## config.mk

```make
export PLATFORM = sky130hd
export DESIGN_NAME = lp_entry_seq
export DESIGN_NICKNAME = d
export VERILOG_FILES = /design/src/rtl/lp_entry_seq.sv
export SDC_FILE = /design/constraint.sdc
export NUM_CORES = 1
export LEC_CHECK = 0
export ABC_AREA = 1
export BUFFER_PORTS_ARGS = -buffer_cell sky130_fd_sc_hd__clkbuf_2
export CAP_MARGIN = 20
export CORE_MARGIN = 5
export CORE_UTILIZATION = 46
export DETAILED_ROUTE_END_ITERATION = 6
export PLACE_DENSITY_LB_ADDON = 0.2
export SYNTH_ARGS = -nofsm -noshare
export SYNTH_HDL_FRONTEND = slang
export SYNTH_SLANG_ARGS = --single-unit
```

## constraint.sdc

```tcl
create_clock -name clk -period 3.3 [get_ports clk]
set_clock_uncertainty 0.05 [all_clocks]
set_input_delay 0.66 -clock clk [delete_from_list [all_inputs] [get_ports clk]]
set_output_delay 0.66 -clock clk [all_outputs]
set_load 0.05 [all_outputs]
```

## src/rtl/lp_entry_seq.sv

```systemverilog
module lp_entry_seq #(
  parameter int WAKE_W = 8
) (
  input  logic              clk,
  input  logic              rst_n,
  input  logic              lp_hint,
  input  logic              core_wfi,
  input  logic              irq_pending,
  input  logic              nvm_busy,
  input  logic              lc_busy,
  input  logic              cfg_core_clk_on,
  input  logic              cfg_io_clk_on,
  input  logic              cfg_main_keep,
  input  logic              cfg_lock_clr,
  input  logic [WAKE_W-1:0] wake_req,
  input  logic [WAKE_W-1:0] wake_en,
  input  logic              core_clk_ack,
  input  logic              io_clk_ack,
  input  logic              main_pd_ack,
  output logic              core_clk_en,
  output logic              io_clk_en,
  output logic              main_pd_req,
  output logic              cfg_en,
  output logic              fall_through,
  output logic              abort_evt
);

  typedef enum logic [2:0] {
    S_ACTIVE, S_CHECK, S_GATE_CLK, S_GATE_PWR, S_LOW, S_UNGATE_PWR, S_UNGATE_CLK
  } state_t;

  state_t st, st_n;
  logic   snap_core, snap_io, snap_keep;

  wire start      = (st == S_ACTIVE) && lp_hint && core_wfi;
  wire late_irq   = irq_pending || !core_wfi;
  wire mem_busy   = nvm_busy || lc_busy;
  wire clk_gated  = (st == S_GATE_CLK) || (st == S_GATE_PWR) ||
                    (st == S_LOW) || (st == S_UNGATE_PWR);
  wire clk_match  = (core_clk_ack == core_clk_en) && (io_clk_ack == io_clk_en);
  wire wake       = |(wake_req & wake_en);
  wire to_active  = (st != S_ACTIVE) && (st_n == S_ACTIVE);

  assign core_clk_en = clk_gated ? snap_core : 1'b1;
  assign io_clk_en   = clk_gated ? snap_io   : 1'b1;
  assign main_pd_req = ((st == S_GATE_PWR) || (st == S_LOW)) && !snap_keep;

  always_comb begin
    st_n = st;
    case (st)
      S_ACTIVE:     if (start) st_n = S_CHECK;
      S_CHECK:      if (late_irq || mem_busy) st_n = S_ACTIVE;
                    else st_n = S_GATE_CLK;
      S_GATE_CLK:   if (clk_match) st_n = S_GATE_PWR;
      S_GATE_PWR:   if (main_pd_ack == main_pd_req) st_n = S_LOW;
      S_LOW:        if (wake) st_n = S_UNGATE_PWR;
      S_UNGATE_PWR: if (!main_pd_ack) st_n = S_UNGATE_CLK;
      S_UNGATE_CLK: if (core_clk_ack && io_clk_ack) st_n = S_ACTIVE;
      default:      st_n = S_ACTIVE;
    endcase
  end

  always_ff @(posedge clk or negedge rst_n) begin
    if (!rst_n) begin
      st           <= S_ACTIVE;
      cfg_en       <= 1'b1;
      fall_through <= 1'b0;
      abort_evt    <= 1'b0;
      snap_core    <= 1'b0;
      snap_io      <= 1'b0;
      snap_keep    <= 1'b1;
    end else begin
      st           <= st_n;
      fall_through <= (st == S_CHECK) && late_irq;
      abort_evt    <= (st == S_CHECK) && !late_irq && mem_busy;
      if (to_active)                 cfg_en <= 1'b1;
      else if (start || cfg_lock_clr) cfg_en <= 1'b0;
      if (start) begin
        snap_core <= cfg_core_clk_on;
        snap_io   <= cfg_io_clk_on;
        snap_keep <= cfg_main_keep;
      end
    end
  end

  assert_one_cancel_R4: assert property (@(posedge clk) disable iff (!rst_n)
    !(fall_through && abort_evt));

  assert_ft_pulse_R2: assert property (@(posedge clk) disable iff (!rst_n)
    fall_through |=> !fall_through);

  assert_abort_pulse_R3: assert property (@(posedge clk) disable iff (!rst_n)
    abort_evt |=> !abort_evt);

  assert_cancel_no_gate_R2: assert property (@(posedge clk) disable iff (!rst_n)
    (fall_through || abort_evt) |-> (core_clk_en && io_clk_en && !main_pd_req));

  assert_unlock_on_return_R5: assert property (@(posedge clk) disable iff (!rst_n)
    $rose(cfg_en) |-> (st == S_ACTIVE && $past(st) != S_ACTIVE));

  assert_pd_after_clk_R7: assert property (@(posedge clk) disable iff (!rst_n)
    $rose(main_pd_req) |-> $past(core_clk_ack == core_clk_en && io_clk_ack == io_clk_en));

  assert_clk_after_power_R8: assert property (@(posedge clk) disable iff (!rst_n)
    ($rose(core_clk_en) || $rose(io_clk_en)) |-> $past(!main_pd_ack && !main_pd_req));

endmodule

```

### Word-level counts from Yosys, hierarchy flattened

Index checks and enable logic that the tools add are counted.

* input bits: 30
* word-level logic and storage cells: 54
* output and inout bits: 6
* bits in registers: 9

* reductions and logical operators: 25
* eq/ne operators: 9
* multiplexer cells: 12
* bitwise operators: 1

Operators with widths (count)
* 3-bit case mux with 7 select lines: 1
* 3-bit 2-to-1 mux: 6
* 3-bit == test, second input constant: 3
* 1-bit logical AND: 9
* 8-bit bitwise AND: 1
* 1-bit logical OR: 8
* 8-bit OR reduction: 1
* 3-bit by 2-bit == test with 1-bit output, second input constant: 2
* 3-bit logical NOT: 2
* 1-bit 2-to-1 mux: 4
* 1-bit == test: 3
* 3-bit by 1-bit == test with 1-bit output, second input constant: 1
* 1-bit logical NOT: 3
* 3-bit nonzero test: 1
* 2-bit 2-to-1 mux: 1
* 2-bit nonzero test: 1

### Logic depth before layout (Yosys ltp)

Gate-level depths: netlist of the first run.

* depth in word-level cells: 12
* gate-level depth with buffers: 11
* mapped depth without buffers: 10

### Least setup slack after synthesis of the first run

OpenSTA, ideal clock, no wires.

* path kind: reg-to-output
* start: reg st[0]
* end: out io_clk_en
* stages on the path, launching flop included: 6
* path slack: 1436 ps
* data required time: 2590 ps
* arrival time: 1154 ps
* path buffers: 1
* cells stage by stage: dfrtp_1 > clkbuf_8 > nor2_1 > nand2_1 > nand2_2 > o21ai_2

* longest elaborated chain between the ends: 5
* elaborated cells between the ends (all ways): 8
* classes of those cells: eq/ne: 4; mux: 1; reduce/logical: 3

Ends and longest elaborated chain
* from (decl): line 32 `state_t st, st_n;`
* from (signal assigned): line 73 `st <= st_n;`
* 3-bit by 2-bit == test with 1-bit output: line 38 `wire clk_gated = (st == S_GATE_CLK) || (st == S_GATE_PWR) ||`
* 1-bit logical OR (2 in a row): line 38
* 1-bit logical OR *: line 39 `(st == S_LOW) || (st == S_UNGATE_PWR);`
* 1-bit 2-to-1 mux *: line 45 `assign io_clk_en = clk_gated ? snap_io : 1'b1;`
* to (decl): line 21 `output logic io_clk_en,`

Mark *: on every way between the ends. The rest lies on a longest branch, timed or not.

### Worst setup path in the final report of the first run

* start: reg st[0]
* end: out core_clk_en

* longest elaborated chain between the ends: 5
* elaborated cells between the ends (all ways): 8
* classes of those cells: eq/ne: 4; mux: 1; reduce/logical: 3

Ends and longest elaborated chain
* 3-bit by 2-bit == test with 1-bit output: line 38
* 1-bit logical OR (2 in a row): line 38
* 1-bit logical OR *: line 39
* 1-bit 2-to-1 mux *: line 44 `assign core_clk_en = clk_gated ? snap_core : 1'b1;`
* to (decl): line 20 `output logic core_clk_en,`

Marks and branches as above.

==> results.py, run 1 <==
metrics = {
    "pwr": {
        "p_sw_frac": 0.490,
        "internal-power_uw": 309,
        "p_sw_uw": 298,
        "powerDensity_nw_per_um2": 707,
        "pwr-share-comb": 0.539,
        "ir_drop_mv": 0.414,
        "power_frac_seq": 0.325,
        "clkPwrFrac": 0.136,
        "power_leakage_uw": 0.000531,
    },
    "cts": {
        "post_cts_buffers": 0,
        "htreeDepth": 1,
        "clkTransAtPathRegs_ps": 60,
        "clock_path_buffers": 2,
        "cts.sinks": 9,
        "cts_resized": 0,
        "cts_tree": "built",
        "cts_root_buf": "clkbuf_4",
        "insertion_delay_ps": 260,
        "cts.hold.buffers_added": 0,
        "cts_buffers": 3,
    },
    "setup_path": {
        "cp_max_fo": 9,
        "startpoint": "st[0]",
        "arrival_ps": 1510,
        "cp-end-kind": "output pin",
        "r2r_start": "st[0]",
        "cp_data_required_time_ps": 2590,
        "startpoint_type": "flip-flop",
        "worstSetupPathType": "reg -> out",
    },
    "global_routing": {
        "gr-total-overflow": 0,
        "grt_pass1_vias": 657,
        "grt_util_all_layers": 0.161,
        "grt_max_degree": 10,
        "antenna_found_initial": 0,
        "grt_pass1_wl_um": 2430,
    },
    "route": {
        "drtAntennaViolNets": 0,
        "wl_um": 1490,
        "drt_iter0_drc": 8,
        "wire_per_inst_um": 10.1,
        "vias": 714,
        "dr.pass1.iters": 4,
        "vias_per_cell": 4.82,
        "drcViolationCount": 0,
    },
    "yosys": {
        "ys_seq_area_frac": 0.349,
        "synth_top_area_frac": 0.269,
        "syn_inst": 95,
        "synth.top_cells.by_area": "dfrtp_1, nand2_1, inv_1",
        "synth_area_leader_cell": "dfrtp_1",
        "avgSynthCellArea_um2": 6.86,
        "syn_area_um2": 652,
        "postSynthNetCount": 125,
        "yosysWarnings": 0,
        "synthDistinctLibCells": 21,
        "ys_ff_latch": 9,
    },
    "die": {
        "die_area_um2": 2270,
        "core_um2": 1320,
        "ios": 36,
        "initial_core_util": 0.495,
        "std_cell_rows": 13,
        "fp.dieW_um": 47.6,
        "die_h_um": 47.6,
    },
    "placement": {
        "place_inst": 144,
        "hpwl_um": 1310,
        "port_buffers": 35,
        "place_area_um2": 832,
        "gp_congestion": 0.848,
    },
    "cells_and_area": {
        "drive_gt1_frac": 0.383,
        "nets": 164,
        "area_delta_synth_final_pct": 31.7,
        "n_antenna_cell": 0,
        "fillCellCount": 119,
        "fin_util": 0.651,
        "stdcell_count": 148,
        "final_common_cell": "clkbuf_2",
        "design_area_um2": 858,
        "mostFrequentLayoutCells": "clkbuf_2, nand2_1, inv_1",
    },
    "sta": {
        "drv_slew": 0,
        "tightest_slew_ps": 293,
        "period_needed_ps": 2220,
        "rsz0062_at_grt": "false",
        "hold_viol": 0,
        "period_share": 0.672,
        "setup_tns_ps": 0,
        "fmax_mhz": 451,
        "setup_violations": 0,
        "slew_headroom": 0.804,
    },
    "run_status": {
        "outcome": "complete, no violations",
    },
    "hold_path": {
        "holdCritPathClass": "in -> async",
    },
    "run": {
        "maxCapViolCount": 0,
    },
}
-- metal layers --
layer / global-route usage / vias to the layer above / wire [µm]
li1: - / 378 / -
met2: 0.281 / 31 / 697
met1: 0.160 / 300 / 579
met4: 0.118 / 0 / 38
met3: 0.0489 / 5 / 178
met5: 0 / - / 0
-- cell usage after synthesis, drive strengths merged --
cell / count
inv: 19
dfrtp: 7
nand4: 2
clkbuf: 1
dfstp: 2
nor2: 6
nand3: 11
nand3b: 3
a21oi: 4
o21ai: 5
nor3b: 1
nand2: 29
o21bai: 2
nor3: 2
a31oi: 1
-- final timing paths --
check	slack, ps	to	cells past startpoint
setup / recovery	1080	core_clk_en	7
hold / removal	190	st[2]	1
setup reg to reg	1900	st[0]	10
hold reg to reg	490	snap_core	2
max in group asynchronous	2750	snap_keep	1
min in group clk	490	snap_core	2
-- area by class of cell --
| cell class | count | area (µm²) | area share |
|---|---|---|---|
| timing repair buffer | 35 | 175 | 0.204 |
| clock buffer | 4 | 26.3 | 0.0306 |
| tap | 15 | 18.8 | 0.0219 |
| multi-input combinational | 66 | 339 | 0.395 |
| inverter | 19 | 71.3 | 0.0831 |
| sequential | 9 | 228 | 0.265 |
-- state kept, by name, indices dropped and copies added (netlist names) --
register / flops
st: 3
abort_evt: 1
cfg_en: 1
fall_through: 1
snap_core: 1
snap_io: 1
snap_keep: 1
-- power groups by stage --
stage               clock network (µW)  logic, µW  registers, µW
global route                      99.0        368            205
floorplan                            0        232            228
finish                            82.8        327            197
detailed placement                   0        329            199
CTS                               87.9        331            197
global placement                     0        324            197
-- critical path, stage by stage, from the launching register on --
cell	delay, ps
dfrtp_1	510
nor2_1	90
nand2_1	110
nand2_2	80
inv_1	70
nand2_2	70
nand2_2	60
clkbuf_2	270
-- stage by stage --
step           setup WS [ps]  hold WS (ps)  power (µW)
6_report                1080           189         607
5_1_grt                  925           168         672
4_1_cts                 1070           178         616
3_5_place_dp            1360           471         528
3_3_place_gp            1400           467         521
2_1_floorplan           1440           314         460
-- kinds of logic (layout without fill, tap and decap cells) --
family          Yosys count  count (layout)  share of synthesized area
compound gates           12              12                      0.107
flops                     9               9                      0.349
simple gates             54              54                      0.413
buf+inv                  20              58                      0.131
Power figures use the tool's default switching activity.
==> run 2, diff against run 1 <==
Settings changed: CORE_UTILIZATION 46 to 38.
Clock period 3.3 ns to 2 ns, I/O delays scaled along.
==> run 2 against run 1 <==
Final cell count increased by 2.0%. Non-clock buffer count up 1. Sequential share of layout area down 0.064 points. Setup slack worse by 960 ps. Worst hold slack improved by 120 ps. Largest cell class unchanged.
==> results.py, run 2 (synthesis results as in run 1) <==
metrics = {
    "setup_path": {
        "crit_top_cell": "nand2_2",
        "arrival_ps": 1420,
        "worstSetupPathType": "reg -> out",
        "cp-end-kind": "output pin",
        "slowest_delay_ps": 470,
        "r2r_slack_ps": 590,
        "cp_data_required_time_ps": 1550,
        "critPathBufInv": 2,
        "r2r_start": "st[0]",
        "cp_max_fo": 9,
        "path_cells": "nor2_1 > nand2_1 > nand2_2 > inv_1 > nand2_2 > nand2_2 > buf_2",
        "startpoint_type": "flip-flop",
        "rr_worst_depth": 8,
        "worst_r2r_endpoint": "st[0]",
        "critPathSlowestCell": "dfrtp_2",
        "cpLargestDelayFamily": "flip-flops",
    },
    "cells_and_area": {
        "design_area_um2": 875,
        "n_antenna_cell": 0,
        "drive_gt1_frac": 0.403,
        "fin_util": 0.524,
        "fillCellCount": 178,
        "mostFrequentLayoutCells": "clkbuf_2, nand2_1, inv_1",
        "largest_reg_flops": 3,
        "top_register": "st",
        "final_common_cell": "clkbuf_2",
        "nets": 165,
        "area_delta_synth_final_pct": 34.2,
    },
    "run_status": {
        "outcome": "complete, no violations",
    },
    "placement": {
        "place_area_um2": 835,
        "gp_congestion": 0.796,
        "hpwl_um": 1420,
        "port_buffers": 35,
    },
    "die": {
        "die_area_um2": 2640,
        "die_h_um": 51.4,
        "core_um2": 1670,
        "std_cell_rows": 15,
        "ios": 36,
        "fp.dieW_um": 51.4,
        "initial_core_util": 0.390,
    },
    "cts": {
        "insertion_delay_ps": 260,
        "clkTransAtPathRegs_ps": 60,
        "clock_path_buffers": 2,
        "cts.sinks": 9,
        "cts_tree": "built",
        "htreeDepth": 1,
        "cts_buffers": 3,
        "cts_root_buf": "clkbuf_4",
        "post_cts_buffers": 0,
    },
    "route": {
        "vias": 725,
        "vias_per_cell": 4.80,
        "dr.pass1.iters": 4,
        "drt_iter0_drc": 4,
        "drcViolationCount": 0,
        "wl_um": 1640,
        "wire_per_inst_um": 10.9,
        "drtAntennaViolNets": 0,
    },
    "sta": {
        "setup_tns_ps": 0,
        "slew_headroom": 0.813,
        "tightest_slew_ps": 281,
        "drv_slew": 0,
        "hold_viol": 0,
        "setup_violations": 0,
        "period_share": 0.937,
        "holdWs_ps": 306,
        "period_needed_ps": 1870,
        "fmax_mhz": 534,
        "rsz0062_at_grt": "false",
    },
    "pwr": {
        "ir_drop_mv": 0.658,
        "powerDensity_nw_per_um2": 1160,
        "power_leakage_uw": 0.000529,
    },
    "hold_path": {
        "hold_path_depth": 3,
        "min-delay-start": "cfg_main_keep",
        "holdCritPathClass": "in -> reg",
        "hold_end": "snap_keep",
    },
    "global_routing": {
        "grt_max_degree": 10,
        "antenna_found_initial": 0,
        "grt_util_all_layers": 0.139,
        "grt_pass1_wl_um": 2740,
        "gr-total-overflow": 0,
        "grt_pass1_vias": 709,
    },
    "run": {
        "maxCapViolCount": 0,
    },
}
==> run 2: through the flow <==
stage / total power, µW / std cells / setup WS (ps)
2_1_floorplan: 759 / 95 / 396
3_3_place_gp: 864 / 146 / 356
3_5_place_dp: 873 / 146 / 324
4_1_cts: 1020 / 151 / 36.4
5_1_grt: 1110 / 151 / 24.8
6_report: 1020 / 151 / 126
==> run 2: worst max-delay path by stage <==
stage	from	to	slack (ps)	depth (start not counted)
after global placement	st[0]	core_clk_en	360	7
after global routing	st[0]	core_clk_en	20	7
after detailed placement	st[0]	core_clk_en	320	7
after floorplan	st[0]	io_clk_en	400	5
after CTS	st[0]	core_clk_en	40	7
final	st[0]	core_clk_en	130	7
==> run 2: tightest hold or removal path: cells and delay by family <==
family	cells	cell delay, ps
compound gates	1	40
buf+inv	1	80
simple gates	1	90
==> run 2: what timing repair did <==
item	CTS	global route
hold endpoints to repair	7	0
hold buffers	1	0
resized for setup	0	4
setup endpoints to repair	0	2
==> run 2: final cells by class <==
class / instances / area [µm²] / share of cell area
multi-input combinational: 66 / 339 / 0.388
sequential: 9 / 231 / 0.265
timing repair buffer: 36 / 185 / 0.212
inverter: 19 / 71.3 / 0.0815
clock buffer: 4 / 26.3 / 0.0300
tap: 17 / 21.3 / 0.0243
==> run 2: per-layer routing <==
metal,wire length [µm],share of wire,GRT usage
met1,655,0.40,0.154
met2,840,0.51,0.237
met3,123,0.075,0.0466
met4,25,0.015,0.0611
met5,0,0,0
==> run 2: where the power goes <==
part	internal (µW)	switching, µW
combinational	171	372
clock	76.9	62.9
sequential	269	63.8
